### src/rtl/rxw_pkg.sv
package rxw_pkg;
  // control -> datapath strobes
  typedef struct packed {
    logic fwdEn;
  } rxw_ctl_t;

  // datapath -> control event strobes
  typedef struct packed {
    logic idleHit;
    logic markHit;
  } rxw_stat_t;
endpackage

### src/rtl/rxw_datapath.sv
module rxw_datapath
  import rxw_pkg::*;
#(
  parameter int BASE_BITS   = 8,
  parameter int FRAME_EXTRA = 2
) (
  input  logic                 clk,
  input  logic                 rstN,
  input  logic                 rxBit,
  input  logic                 bitStrobe,
  input  logic                 startPulse,
  input  logic                 stopPulse,
  input  logic                 charValid,
  input  logic [BASE_BITS:0]   charData,
  input  logic                 idleAfterStop,
  input  logic                 nineBit,
  input  rxw_ctl_t             ctl,
  output rxw_stat_t            stat,
  output logic                 idleDetected,
  output logic                 fwdValid,
  output logic [BASE_BITS:0]   fwdData
);
  localparam int IDLE_SHORT = BASE_BITS + FRAME_EXTRA;
  localparam int IDLE_LONG  = IDLE_SHORT + 1;
  localparam int CNT_W      = $clog2(IDLE_LONG + 1);

  logic [CNT_W-1:0] oneCnt;
  logic [CNT_W-1:0] cntNext;
  logic [CNT_W-1:0] idleLimit;
  logic             armed;
  logic             done;
  logic             stopRearm;
  logic             countable;
  logic             idleHitNow;
  logic             topBit;

  assign idleLimit  = nineBit ? CNT_W'(IDLE_LONG) : CNT_W'(IDLE_SHORT);
  assign cntNext    = oneCnt + 1'b1;
  assign stopRearm  = stopPulse && idleAfterStop;
  assign countable  = bitStrobe && !startPulse && rxBit && !stopRearm && armed && !done;
  assign idleHitNow = countable && (cntNext == idleLimit);
  assign topBit     = nineBit ? charData[BASE_BITS] : charData[BASE_BITS-1];

  assign stat.idleHit = idleHitNow;
  assign stat.markHit = charValid && topBit;

  always_ff @(posedge clk) begin
    if (!rstN) begin
      oneCnt       <= '0;
      armed        <= 1'b1;
      done         <= 1'b0;
      idleDetected <= 1'b0;
      fwdValid     <= 1'b0;
      fwdData      <= '0;
    end else begin
      idleDetected <= idleHitNow;
      fwdValid     <= charValid && ctl.fwdEn;
      if (charValid && ctl.fwdEn) fwdData <= charData;
      if (bitStrobe) begin
        if (startPulse) begin
          oneCnt <= '0;
          armed  <= !idleAfterStop;
          done   <= 1'b0;
        end else if (!rxBit) begin
          oneCnt <= '0;
          done   <= 1'b0;
        end else if (stopRearm) begin
          oneCnt <= '0;
          armed  <= 1'b1;
        end else if (countable) begin
          oneCnt <= cntNext;
          if (idleHitNow) done <= 1'b1;
        end
      end
    end
  end

  assert_idle_single_R6: assert property (@(posedge clk) disable iff (!rstN)
    idleDetected |=> !idleDetected) else $error("idle pulse longer than one cycle");
  assert_idle_from_one_R7: assert property (@(posedge clk) disable iff (!rstN)
    idleDetected |-> $past(bitStrobe && rxBit)) else $error("idle without a one bit");
  assert_fwd_source_R2: assert property (@(posedge clk) disable iff (!rstN)
    fwdValid |-> $past(charValid)) else $error("forward without character");
endmodule

### src/rtl/rxw_control.sv
module rxw_control
  import rxw_pkg::*;
(
  input  logic      clk,
  input  logic      rstN,
  input  logic      sleepReq,
  input  logic      wakeSel,
  input  rxw_stat_t stat,
  output rxw_ctl_t  ctl,
  output logic      wakePulse,
  output logic      asleep
);
  logic wakeNow;

  assign wakeNow   = asleep && (wakeSel ? stat.markHit : stat.idleHit);
  assign ctl.fwdEn = !asleep || (wakeSel && stat.markHit);

  always_ff @(posedge clk) begin
    if (!rstN) begin
      asleep    <= 1'b0;
      wakePulse <= 1'b0;
    end else begin
      wakePulse <= wakeNow;
      if (wakeNow)       asleep <= 1'b0;
      else if (sleepReq) asleep <= 1'b1;
    end
  end

  assert_wake_clears_R9: assert property (@(posedge clk) disable iff (!rstN)
    wakePulse |-> (!asleep && $past(asleep))) else $error("wake without leaving sleep");
  assert_wake_single_R9: assert property (@(posedge clk) disable iff (!rstN)
    wakePulse |=> !wakePulse) else $error("wake pulse too long");
  assert_sleep_entry_R2: assert property (@(posedge clk) disable iff (!rstN)
    $rose(asleep) |-> $past(sleepReq)) else $error("sleep without request");
endmodule

### src/rtl/rx_wake_detector.sv
module rx_wake_detector
  import rxw_pkg::*;
#(
  parameter int BASE_BITS   = 8,
  parameter int FRAME_EXTRA = 2
) (
  input  logic               clk,
  input  logic               rstN,
  input  logic               rxBit,
  input  logic               bitStrobe,
  input  logic               startPulse,
  input  logic               stopPulse,
  input  logic               charValid,
  input  logic [BASE_BITS:0] charData,
  input  logic               sleepReq,
  input  logic               wakeSel,
  input  logic               idleAfterStop,
  input  logic               nineBit,
  output logic               wakePulse,
  output logic               asleep,
  output logic               idleDetected,
  output logic               fwdValid,
  output logic [BASE_BITS:0] fwdData
);
  rxw_ctl_t  ctl;
  rxw_stat_t stat;

  rxw_datapath #(.BASE_BITS(BASE_BITS), .FRAME_EXTRA(FRAME_EXTRA)) i_datapath (
    .clk(clk), .rstN(rstN), .rxBit(rxBit), .bitStrobe(bitStrobe),
    .startPulse(startPulse), .stopPulse(stopPulse), .charValid(charValid),
    .charData(charData), .idleAfterStop(idleAfterStop), .nineBit(nineBit),
    .ctl(ctl), .stat(stat), .idleDetected(idleDetected),
    .fwdValid(fwdValid), .fwdData(fwdData)
  );

  rxw_control i_control (
    .clk(clk), .rstN(rstN), .sleepReq(sleepReq), .wakeSel(wakeSel),
    .stat(stat), .ctl(ctl), .wakePulse(wakePulse), .asleep(asleep)
  );

  assert_no_fwd_asleep_R3: assert property (@(posedge clk) disable iff (!rstN)
    fwdValid |-> (!$past(asleep) || wakePulse)) else $error("forward while asleep");
  assert_mark_forward_R4: assert property (@(posedge clk) disable iff (!rstN)
    (wakePulse && $past(wakeSel)) |-> fwdValid) else $error("waking char not forwarded");
endmodule

### config.mk
export PLATFORM = sky130hd
export DESIGN_NAME = rx_wake_detector
export DESIGN_NICKNAME = d
export VERILOG_FILES = /design/src/rtl/rxw_pkg.sv /design/src/rtl/rxw_datapath.sv /design/src/rtl/rxw_control.sv /design/src/rtl/rx_wake_detector.sv
export SDC_FILE = /design/constraint.sdc
export NUM_CORES = 1
export LEC_CHECK = 0
export ABC_AREA = 1
export BUFFER_PORTS_ARGS = -buffer_cell sky130_fd_sc_hd__buf_2
export CAP_MARGIN = 20
export CORE_AREA = 2 2 44 46
export CTS_CLUSTER_DIAMETER = 30
export DETAILED_ROUTE_END_ITERATION = 8
export DIE_AREA = 0 0 46 48
export PLACE_DENSITY = 0.77
export SKIP_CTS_REPAIR_TIMING = 1
export SYNTH_ARGS = -nofsm -noshare
export SYNTH_HDL_FRONTEND = slang
export SYNTH_HIERARCHICAL = 1
export SYNTH_SLANG_ARGS = --single-unit
### constraint.sdc
create_clock -name clk -period 2.35 [get_ports clk]
set_input_delay 0.3525 -clock clk [delete_from_list [all_inputs] [get_ports clk]]
set_output_delay 0.3525 -clock clk [all_outputs]
set_load 0.005 [all_outputs]
==> results of run 1 <==
cell type report:
class,count,area [sq um]
Clock buffer,3,22.5
Clock inverter,1,5.00
Fill cell,166,697
Inverter,12,45.0
Multi-Input combinational cell,72,358
Sequential cell,19,380
Tap cell,17,21.3
Timing Repair Buffer,32,160
cell usage in the layout (no fill, tap or decap):
cell type                  synthesis  final
sky130_fd_sc_hd__buf_2             0     32
sky130_fd_sc_hd__nor2_1           22     22
sky130_fd_sc_hd__dfxtp_1          19     19
sky130_fd_sc_hd__nand2_1          16     16
sky130_fd_sc_hd__o21ai_0          13     13
sky130_fd_sc_hd__inv_1            10     10
sky130_fd_sc_hd__a21oi_1           7      7
sky130_fd_sc_hd__clkbuf_4          0      3
sky130_fd_sc_hd__nand3_2           3      3
sky130_fd_sc_hd__nand3_1           3      3
sky130_fd_sc_hd__inv_2             2      2
sky130_fd_sc_hd__xor2_1            2      2
sky130_fd_sc_hd__clkinv_2          0      1
sky130_fd_sc_hd__nor2_2            1      1
sky130_fd_sc_hd__nor3_2            1      1
sky130_fd_sc_hd__xnor2_1           1      1
sky130_fd_sc_hd__a21boi_1          1      1
sky130_fd_sc_hd__a21boi_0          1      1
sky130_fd_sc_hd__ha_1              1      1
report_power, final:
| part | total, mW | switching, mW | leakage (nW) | internal [mW] |
|---|---|---|---|---|
| combinational | 0.0843 | 0.0455 | 0.323 | 0.0388 |
| clock | 0.163 | 0.0994 | 0.0177 | 0.0632 |
| sequential | 0.349 | 0.00956 | 0.156 | 0.339 |
flip-flops by register name (all words and copies together), names as in the netlist:
signal / flops
i_control/asleep: 1
i_control/wakePulse: 1
i_datapath/armed: 1
i_datapath/done: 1
i_datapath/fwdData: 9
i_datapath/fwdValid: 1
i_datapath/idleDetected: 1
i_datapath/oneCnt: 4
logic make-up after synthesis:
family,share of synthesized area [%]
xor gates and xnor gates,3.31
buffers and inverters,7.09
AOI/OAI and AO/OA,14.5
adders and majority gates,1.57
DFF,47.9
and+or+nand+nor,25.7
layer usage:
metal,vias to the layer above,share of wire [%],global-route usage [%]
met5,-,0,0
met4,0,1.5,8.57
met3,2,8.2,4.91
met2,24,44,24.4
met1,321,46,17.2
li1,404,-,-
how the worst max path moves through the flow:
stage | startpoint | endpoint | slack (ns) | cells past startpoint
after floorplan | i_datapath/oneCnt[0]$_SDFFE_PN0P_ | i_control/wakePulse$_SDFF_PN0_ | 1.0 | 10
after global placement | nineBit | i_datapath/fwdData[8]$_SDFFE_PN0P_ | 0.88 | 9
after detailed placement | nineBit | i_datapath/fwdData[8]$_SDFFE_PN0P_ | 0.85 | 9
after CTS | i_datapath/oneCnt[0]$_SDFFE_PN0P_ | i_control/wakePulse$_SDFF_PN0_ | 0.93 | 9
after global routing | i_datapath/oneCnt[0]$_SDFFE_PN0P_ | i_control/wakePulse$_SDFF_PN0_ | 0.86 | 9
final | i_datapath/oneCnt[0]$_SDFFE_PN0P_ | i_control/wakePulse$_SDFF_PN0_ | 0.93 | 9
worst reg2reg max path, cell delays in order (launching register included):
cell and delay (ns):
sky130_fd_sc_hd__dfxtp_1 0.37, sky130_fd_sc_hd__ha_1 0.29, sky130_fd_sc_hd__inv_1 0.04, sky130_fd_sc_hd__nor3_2 0.22, sky130_fd_sc_hd__nand3_2 0.13, sky130_fd_sc_hd__inv_1 0.07
sky130_fd_sc_hd__nand2_1 0.05, sky130_fd_sc_hd__nand2_1 0.07, sky130_fd_sc_hd__nand2_1 0.06, sky130_fd_sc_hd__nor2_2 0.07
synth_stat cells:
library cell,instances,share of area (%)
sky130_fd_sc_hd__nand3_1,3,1.9
sky130_fd_sc_hd__buf_4,1,0.95
sky130_fd_sc_hd__a21boi_0,1,0.95
sky130_fd_sc_hd__inv_1,10,4.7
sky130_fd_sc_hd__clkbuf_1,1,0.47
sky130_fd_sc_hd__xnor2_1,1,1.1
sky130_fd_sc_hd__nand3_2,3,3.8
sky130_fd_sc_hd__nor3_2,1,1.3
sky130_fd_sc_hd__xor2_1,2,2.2
sky130_fd_sc_hd__a21boi_1,1,0.95
sky130_fd_sc_hd__inv_2,2,0.95
sky130_fd_sc_hd__dfxtp_1,19,48
sky130_fd_sc_hd__o21ai_0,13,8.2
sky130_fd_sc_hd__nor2_2,1,0.79
sky130_fd_sc_hd__nand2_1,16,7.6
sky130_fd_sc_hd__a21oi_1,7,4.4
sky130_fd_sc_hd__nor2_1,22,10
sky130_fd_sc_hd__ha_1,1,1.6
==> metrics.txt, run 1 <==
Initial Util=47.0%; clock sink total=19; number of cell rows=15; CTS tree=yes; total grt overflow=0; synth unique cells=18; FF-to-FF path depth=9; maximum number of pins on one net before global-route repair=16; register bit count reported by yosys=19; initial antenna violation count=0; Hold Path Cell Cnt=3; Hold EP=i_datapath/fwdData[5]$_SDFFE_PN0P_; worst-path fanout max=5; Core Footprint=1690 sq um; Layout Nets=161; Hold Crit Start=charData[5]; drt via density=4.81; DRC marker count from the first detailed-route iteration=14; detailed-route wire length per cell=9.90 microns; power density over cell area=600 nW/um^2; x dimension of the die=46 microns; delay-heaviest family, CP=simple AND/OR/NAND/NOR gates; run status=finished, final reports clean; area of all placed cells without fillers=992 sq um; worst reg-to-reg setup slack=0.93 ns; total clock buffers created by CTS=3; CP Class=reg -> reg; static leakage power=0.496 nW; overall power of the completed layout=596 uW; placement-stage cell area=965 sq um; H-tree depth=1; global-route wire length before repair=2260 microns; required arrival time at the worst endpoint=2.59 ns; end-of-flow core utilization=58.7%; Worst setup EP type=flip-flop; Clock Path Buffers=2; Finished Layout Cells=156; total via count after detailed routing=751; Placed Instances=152; Net Count, Synth=126; Routed Wire Length=1550 microns; Fin Clk Skew=0.000557 ns; unrepaired setup endpoints after global routing=no; WHS=0.306 ns; number of input and output port buffers inserted=32; Fin. Hold Viols=0; Clock Pin Slew Worst Setup and Hold Paths=0.11 ns; post-route worst setup slack=0.934 ns; number of cells produced by synthesis=105; cell at the slowest stage of the critical path=sky130_fd_sc_hd__dfxtp_1; VDD IR-drop max=397 uV; fraction of final layout cells with drive strength greater than 1=30.9%; number of global-route vias before repair=579; Die Height=48 microns; Warnings, synthesis=6; post-synthesis sequential area ratio=47.9%; launch instance of the worst register-to-register path=i_datapath/oneCnt[0]$_SDFFE_PN0P_; Post-Place Worst Slack=0.846 ns; CP most frequent cell=sky130_fd_sc_hd__nand2_1; n_diodes=0; overall track demand over capacity in global routing=15.0%; min-delay worst type=in -> reg; Routability Congestion=0.877; Detail Route Antenna Nets=0; Die ar.=2210 sq um; delay of the slowest critical-path stage=0.37 ns; Detailed Place HPWL=1200 microns; final period demand of the worst path=1.42 ns; latest clock arrival within the worst-skew pair=0.29 ns; cell area after synthesis=795 sq um; worst rel slew slack=78.8%; post-detailed-route DRC marker count=0; mean instance size in the synthesized netlist=7.57 sq um; worst flop-to-flop path endpoint=i_control/wakePulse$_SDFF_PN0_; startpoint type of the worst setup path=flip-flop; maximum capacitance violations=0; arrival time of data at the critical path endpoint=1.66 ns; setup TNS=0 ns; growth of design area from synthesis to finish=24.9%; length of the first detailed-routing pass in iterations=4; I/O pin count=33; post-route clock period utilization=60.2%; Tightest Pin Transition=0.317 ns; master cell of the clock root buffer=sky130_fd_sc_hd__clkbuf_4; total buffers and inverters traversed by the critical path=2; final max-slew violation count=0; # setup viols final=0; top achievable clock speed=0.706 GHz; critical path, cell by cell=ha_1 > inv_1 > nor3_2 > nand3_2 > inv_1 > nand2_1 > nand2_1 > nand2_1 > nor2_2
No activity file was read; power rests on OpenSTA's default activity.
==> run 2: changes to the inputs <==
--- a/config.mk
+++ b/config.mk
@@ -5,14 +5,14 @@
 export SDC_FILE = /design/constraint.sdc
 export NUM_CORES = 1
 export LEC_CHECK = 0
-export ABC_AREA = 1
+export ABC_AREA = 0
 export BUFFER_PORTS_ARGS = -buffer_cell sky130_fd_sc_hd__buf_2
 export CAP_MARGIN = 20
-export CORE_AREA = 2 2 44 46
+export CORE_AREA = 2 2 49 51
 export CTS_CLUSTER_DIAMETER = 30
 export DETAILED_ROUTE_END_ITERATION = 8
-export DIE_AREA = 0 0 46 48
-export PLACE_DENSITY = 0.77
+export DIE_AREA = 0 0 51 53
+export PLACE_DENSITY = 0.7
 export SKIP_CTS_REPAIR_TIMING = 1
 export SYNTH_ARGS = -nofsm -noshare
 export SYNTH_HDL_FRONTEND = slang
==> constraint.sdc (replaced) <==
create_clock -name clk -period 1.2 [get_ports clk]
set_input_delay 0.18 -clock clk [delete_from_list [all_inputs] [get_ports clk]]
set_output_delay 0.18 -clock clk [all_outputs]
set_load 0.005 [all_outputs]
==> metrics.txt, run 2 <==
number of flip-flops under the largest register name=9 (unchanged); global-route wire length before repair=2880 microns (+27%); cell area after synthesis=858 sq um (+8.0%); number of global-route vias before repair=724 (+25%); arrival time of data at the critical path endpoint=1.98 ns (+0.32 ns); CTS tree=yes; I/O pin count=33 (unchanged); delay-heaviest family, CP=simple AND/OR/NAND/NOR gates; Hold Path Cell Cnt=3 (unchanged); final period demand of the worst path=1.77 ns (+0.357 ns); Filler Cell Count=199 (+20%); overall track demand over capacity in global routing=15.1% (+0.13 points); x dimension of the die=51 microns (+11%); Routed Wire Length=2040 microns (+32%); total via count after detailed routing=828 (+10%); Hold Crit Start=charData[3]; delay of the slowest critical-path stage=0.49 ns (+0.12 ns); maximum capacitance violations=0 (unchanged); clock sink total=19 (unchanged); top flip-flop cell by instance count after synthesis=sky130_fd_sc_hd__dfxtp_1; leading cell type in the layout, fill and taps excluded=sky130_fd_sc_hd__buf_2; top register by number of flip-flops=i_datapath/fwdData; Layout Nets=167 (+3.7%); Initial Util=40.0% (-7.1 points); Tightest Pin Transition=0.378 ns (+0.0607 ns); latest clock arrival within the worst-skew pair=0.30 ns (about the same); H-tree depth=1 (unchanged); launch instance of the worst register-to-register path=i_datapath/oneCnt[1]$_SDFFE_PN0P_; share of async-settable or async-resettable flops after synthesis=0% (unchanged); startpoint type of the worst setup path=flip-flop; Post-Synth Adder-Cell Area=1.46% (-0.12 points); number of input and output port buffers inserted=32 (unchanged); worst rel slew slack=74.7% (-4.1 points); worst flop-to-flop path endpoint=i_control/asleep$_SDFFE_PP0P_; setup TNS=-2.05 ns (-2.05 ns); Routability Congestion=0.701 (-20%); post-detailed-route DRC marker count=0 (unchanged); DRC marker count from the first detailed-route iteration=6 (-8); top achievable clock speed=0.564 GHz (-20%); n_diodes=0 (unchanged); highest-count cells in the layout ignoring fill and taps=32 x sky130_fd_sc_hd__buf_2, 25 x sky130_fd_sc_hd__nand2_1, 15 x sky130_fd_sc_hd__dfxtp_1, 15 x sky130_fd_sc_hd__buf_4, 10 x sky130_fd_sc_hd__a21boi_0; power density over cell area=966 nW/um^2 (+61%); registers with the highest flip-flop counts=i_datapath/fwdData x9, i_datapath/oneCnt x4; Detailed Place HPWL=1510 microns (+26%); Fin. Hold Viols=0 (unchanged); Die Height=53 microns (+10%); share of cell area taken by muxes after synthesis=2.33% (+2.3 points); fraction of final layout cells with drive strength greater than 1=49.7% (+19 points); maximum number of pins on one net before global-route repair=23 (+7); total grt overflow=0 (unchanged); run status=finished, violations left; post-route clock period utilization=148% (+87 points); Compound-Gate Fraction of Synth Area=16.8% (+2.3 points); growth of design area from synthesis to finish=47.8%; Worst setup EP type=flip-flop; drt via density=4.79 (-0.58%); VDD IR-drop max=774 uV (+95%); failing checks=negative setup slack; worst-path fanout max=2 (-3); Synth top cells by count=27 x sky130_fd_sc_hd__nand2_1, 19 x sky130_fd_sc_hd__dfxtp_1, 11 x sky130_fd_sc_hd__a21boi_0, 4 x sky130_fd_sc_hd__nand3_1, 4 x sky130_fd_sc_hd__o21ai_0; Detail Route Antenna Nets=0 (unchanged); cell at the slowest stage of the critical path=sky130_fd_sc_hd__or4_4; min-delay worst type=in -> reg; Hold EP=i_datapath/fwdData[3]$_SDFFE_PN0P_; fraction of synthesized cell area taken by the top area cell type=44.3% (-3.6 points); Clock Pin Slew Worst Setup and Hold Paths=0.11 ns (about the same); Warnings, synthesis=6 (unchanged); master cell of the clock root buffer=sky130_fd_sc_hd__clkbuf_4; Net Count, Synth=117 (-7.1%); WHS=0.112 ns (-0.193 ns); synth unique cells=29 (+11); # setup viols final=7 (+7); critical path, cell by cell=ha_4 > nand2_2 > or4_4 > nor4_4 > mux2i_1 > a31o_1; length of the first detailed-routing pass in iterations=4 (unchanged); post-route worst setup slack=-0.573 ns (-1.51 ns); top cells by area, synth=sky130_fd_sc_hd__dfxtp_1 44%, sky130_fd_sc_hd__nand2_1 12%, sky130_fd_sc_hd__a21boi_0 9.6%; FF-to-FF path depth=6 (-3); number of cell rows=17 (+2); simple-gate portion of the synthesized area=29.9% (+4.2 points); number of cells produced by synthesis=96 (-8.6%); total clock buffers created by CTS=3 (unchanged); Fin Clk Skew=0.00247 ns (+0.00191 ns); synthesized-area fraction occupied by xor and xnor cells=3.06% (-0.25 points); Post-Place Worst Slack=-0.556 ns (-1.40 ns); final max-slew violation count=0 (unchanged); required arrival time at the worst endpoint=1.41 ns (-1.18 ns); Clock Path Buffers=2 (unchanged); Die ar.=2700 sq um (+22%); Core Footprint=2150 sq um (+27%); unrepaired setup endpoints after global routing=yes; register bit count reported by yosys=19 (unchanged); detailed-route wire length per cell=11.8 microns (+19%); post-synthesis sequential area ratio=44.3% (-3.6 points); CP Class=reg -> reg; mean instance size in the synthesized netlist=8.94 sq um (+18%); static leakage power=0.600 nW (+21%); biggest area consumer among synthesized cells=sky130_fd_sc_hd__dfxtp_1; most frequent cell after synthesis=sky130_fd_sc_hd__nand2_1; initial antenna violation count=0 (unchanged); worst reg-to-reg setup slack=-0.57 ns (-1.51 ns); number of flops mapped to enable cells by yosys=0 (unchanged); combinational family with the most area after synthesis=simple AND/OR/NAND/NOR gates; total buffers and inverters traversed by the critical path=0 (-2)
-- run 2: worst max-delay path by stage --
| stage | startpoint | to | depth (start not counted) |
|---|---|---|---|
| after global routing | i_datapath/oneCnt[1]$_SDFFE_PN0P_ | i_control/asleep$_SDFFE_PP0P_ | 6 |
| after CTS | i_datapath/oneCnt[1]$_SDFFE_PN0P_ | i_control/asleep$_SDFFE_PP0P_ | 6 |
| after floorplan | i_datapath/oneCnt[0]$_SDFFE_PN0P_ | i_control/asleep$_SDFFE_PP0P_ | 7 |
| final | i_datapath/oneCnt[1]$_SDFFE_PN0P_ | i_control/asleep$_SDFFE_PP0P_ | 6 |
| after detailed placement | i_datapath/oneCnt[1]$_SDFFE_PN0P_ | i_control/asleep$_SDFFE_PP0P_ | 6 |
| after global placement | i_datapath/oneCnt[1]$_SDFFE_PN0P_ | i_control/asleep$_SDFFE_PP0P_ | 6 |
-- run 2: per-stage QoR --
step           power [mW]  util [%]  std cells  cell area, sq um
6_report             1.23      59.1        173              1270
2_1_floorplan       0.782         -         96               872
3_3_place_gp        0.886      54.4        168              1170
3_5_place_dp        0.894      54.4        168              1170
5_1_grt              1.30      59.1        173              1270
4_1_cts              1.22      55.7        172              1200
-- run 2: tightest hold or removal path: stages --
cell,delay (ns)
sky130_fd_sc_hd__buf_2,0.09
sky130_fd_sc_hd__nand2_1,0.04
sky130_fd_sc_hd__a21boi_0,0.06
-- run 2: layer usage --
| metal | up-vias | routed length (microns) | track usage, % |
|---|---|---|---|
| li1 | 425 | - | - |
| met1 | 374 | 824 | 14.4 |
| met2 | 25 | 1060 | 27.7 |
| met3 | 4 | 103 | 4.24 |
| met4 | 0 | 52 | 10.8 |
| met5 | - | 0 | 0 |
-- run 2: kinds of logic (layout without fill, tap and decap cells) --
logic type / count (synthesis) / count (layout)
DFF: 19 / 19
xor gates and xnor gates: 3 / 3
AOI/OAI and AO/OA: 20 / 20
adders and majority gates: 1 / 1
buffers and inverters: 4 / 53
muxes: 2 / 2
and+or+nand+nor: 47 / 47
-- run 2: power breakdown --
| part | switching (mW) | internal (mW) |
|---|---|---|
| Combinational | 0.106 | 0.117 |
| Sequential | 0.0177 | 0.661 |
| Clock | 0.199 | 0.125 |
| Total | 0.323 | 0.903 |
-- run 2: layout make-up --
| cell class | count | area, sq um | area share (%) |
|---|---|---|---|
| Sequential cell | 19 | 385 | 30.4 |
| Multi-Input combinational cell | 73 | 526 | 41.4 |
| Clock buffer | 3 | 22.5 | 1.78 |
| Clock inverter | 1 | 5.00 | 0.394 |
| Tap cell | 28 | 35.0 | 2.76 |
| Timing Repair Buffer | 49 | 295 | 23.3 |
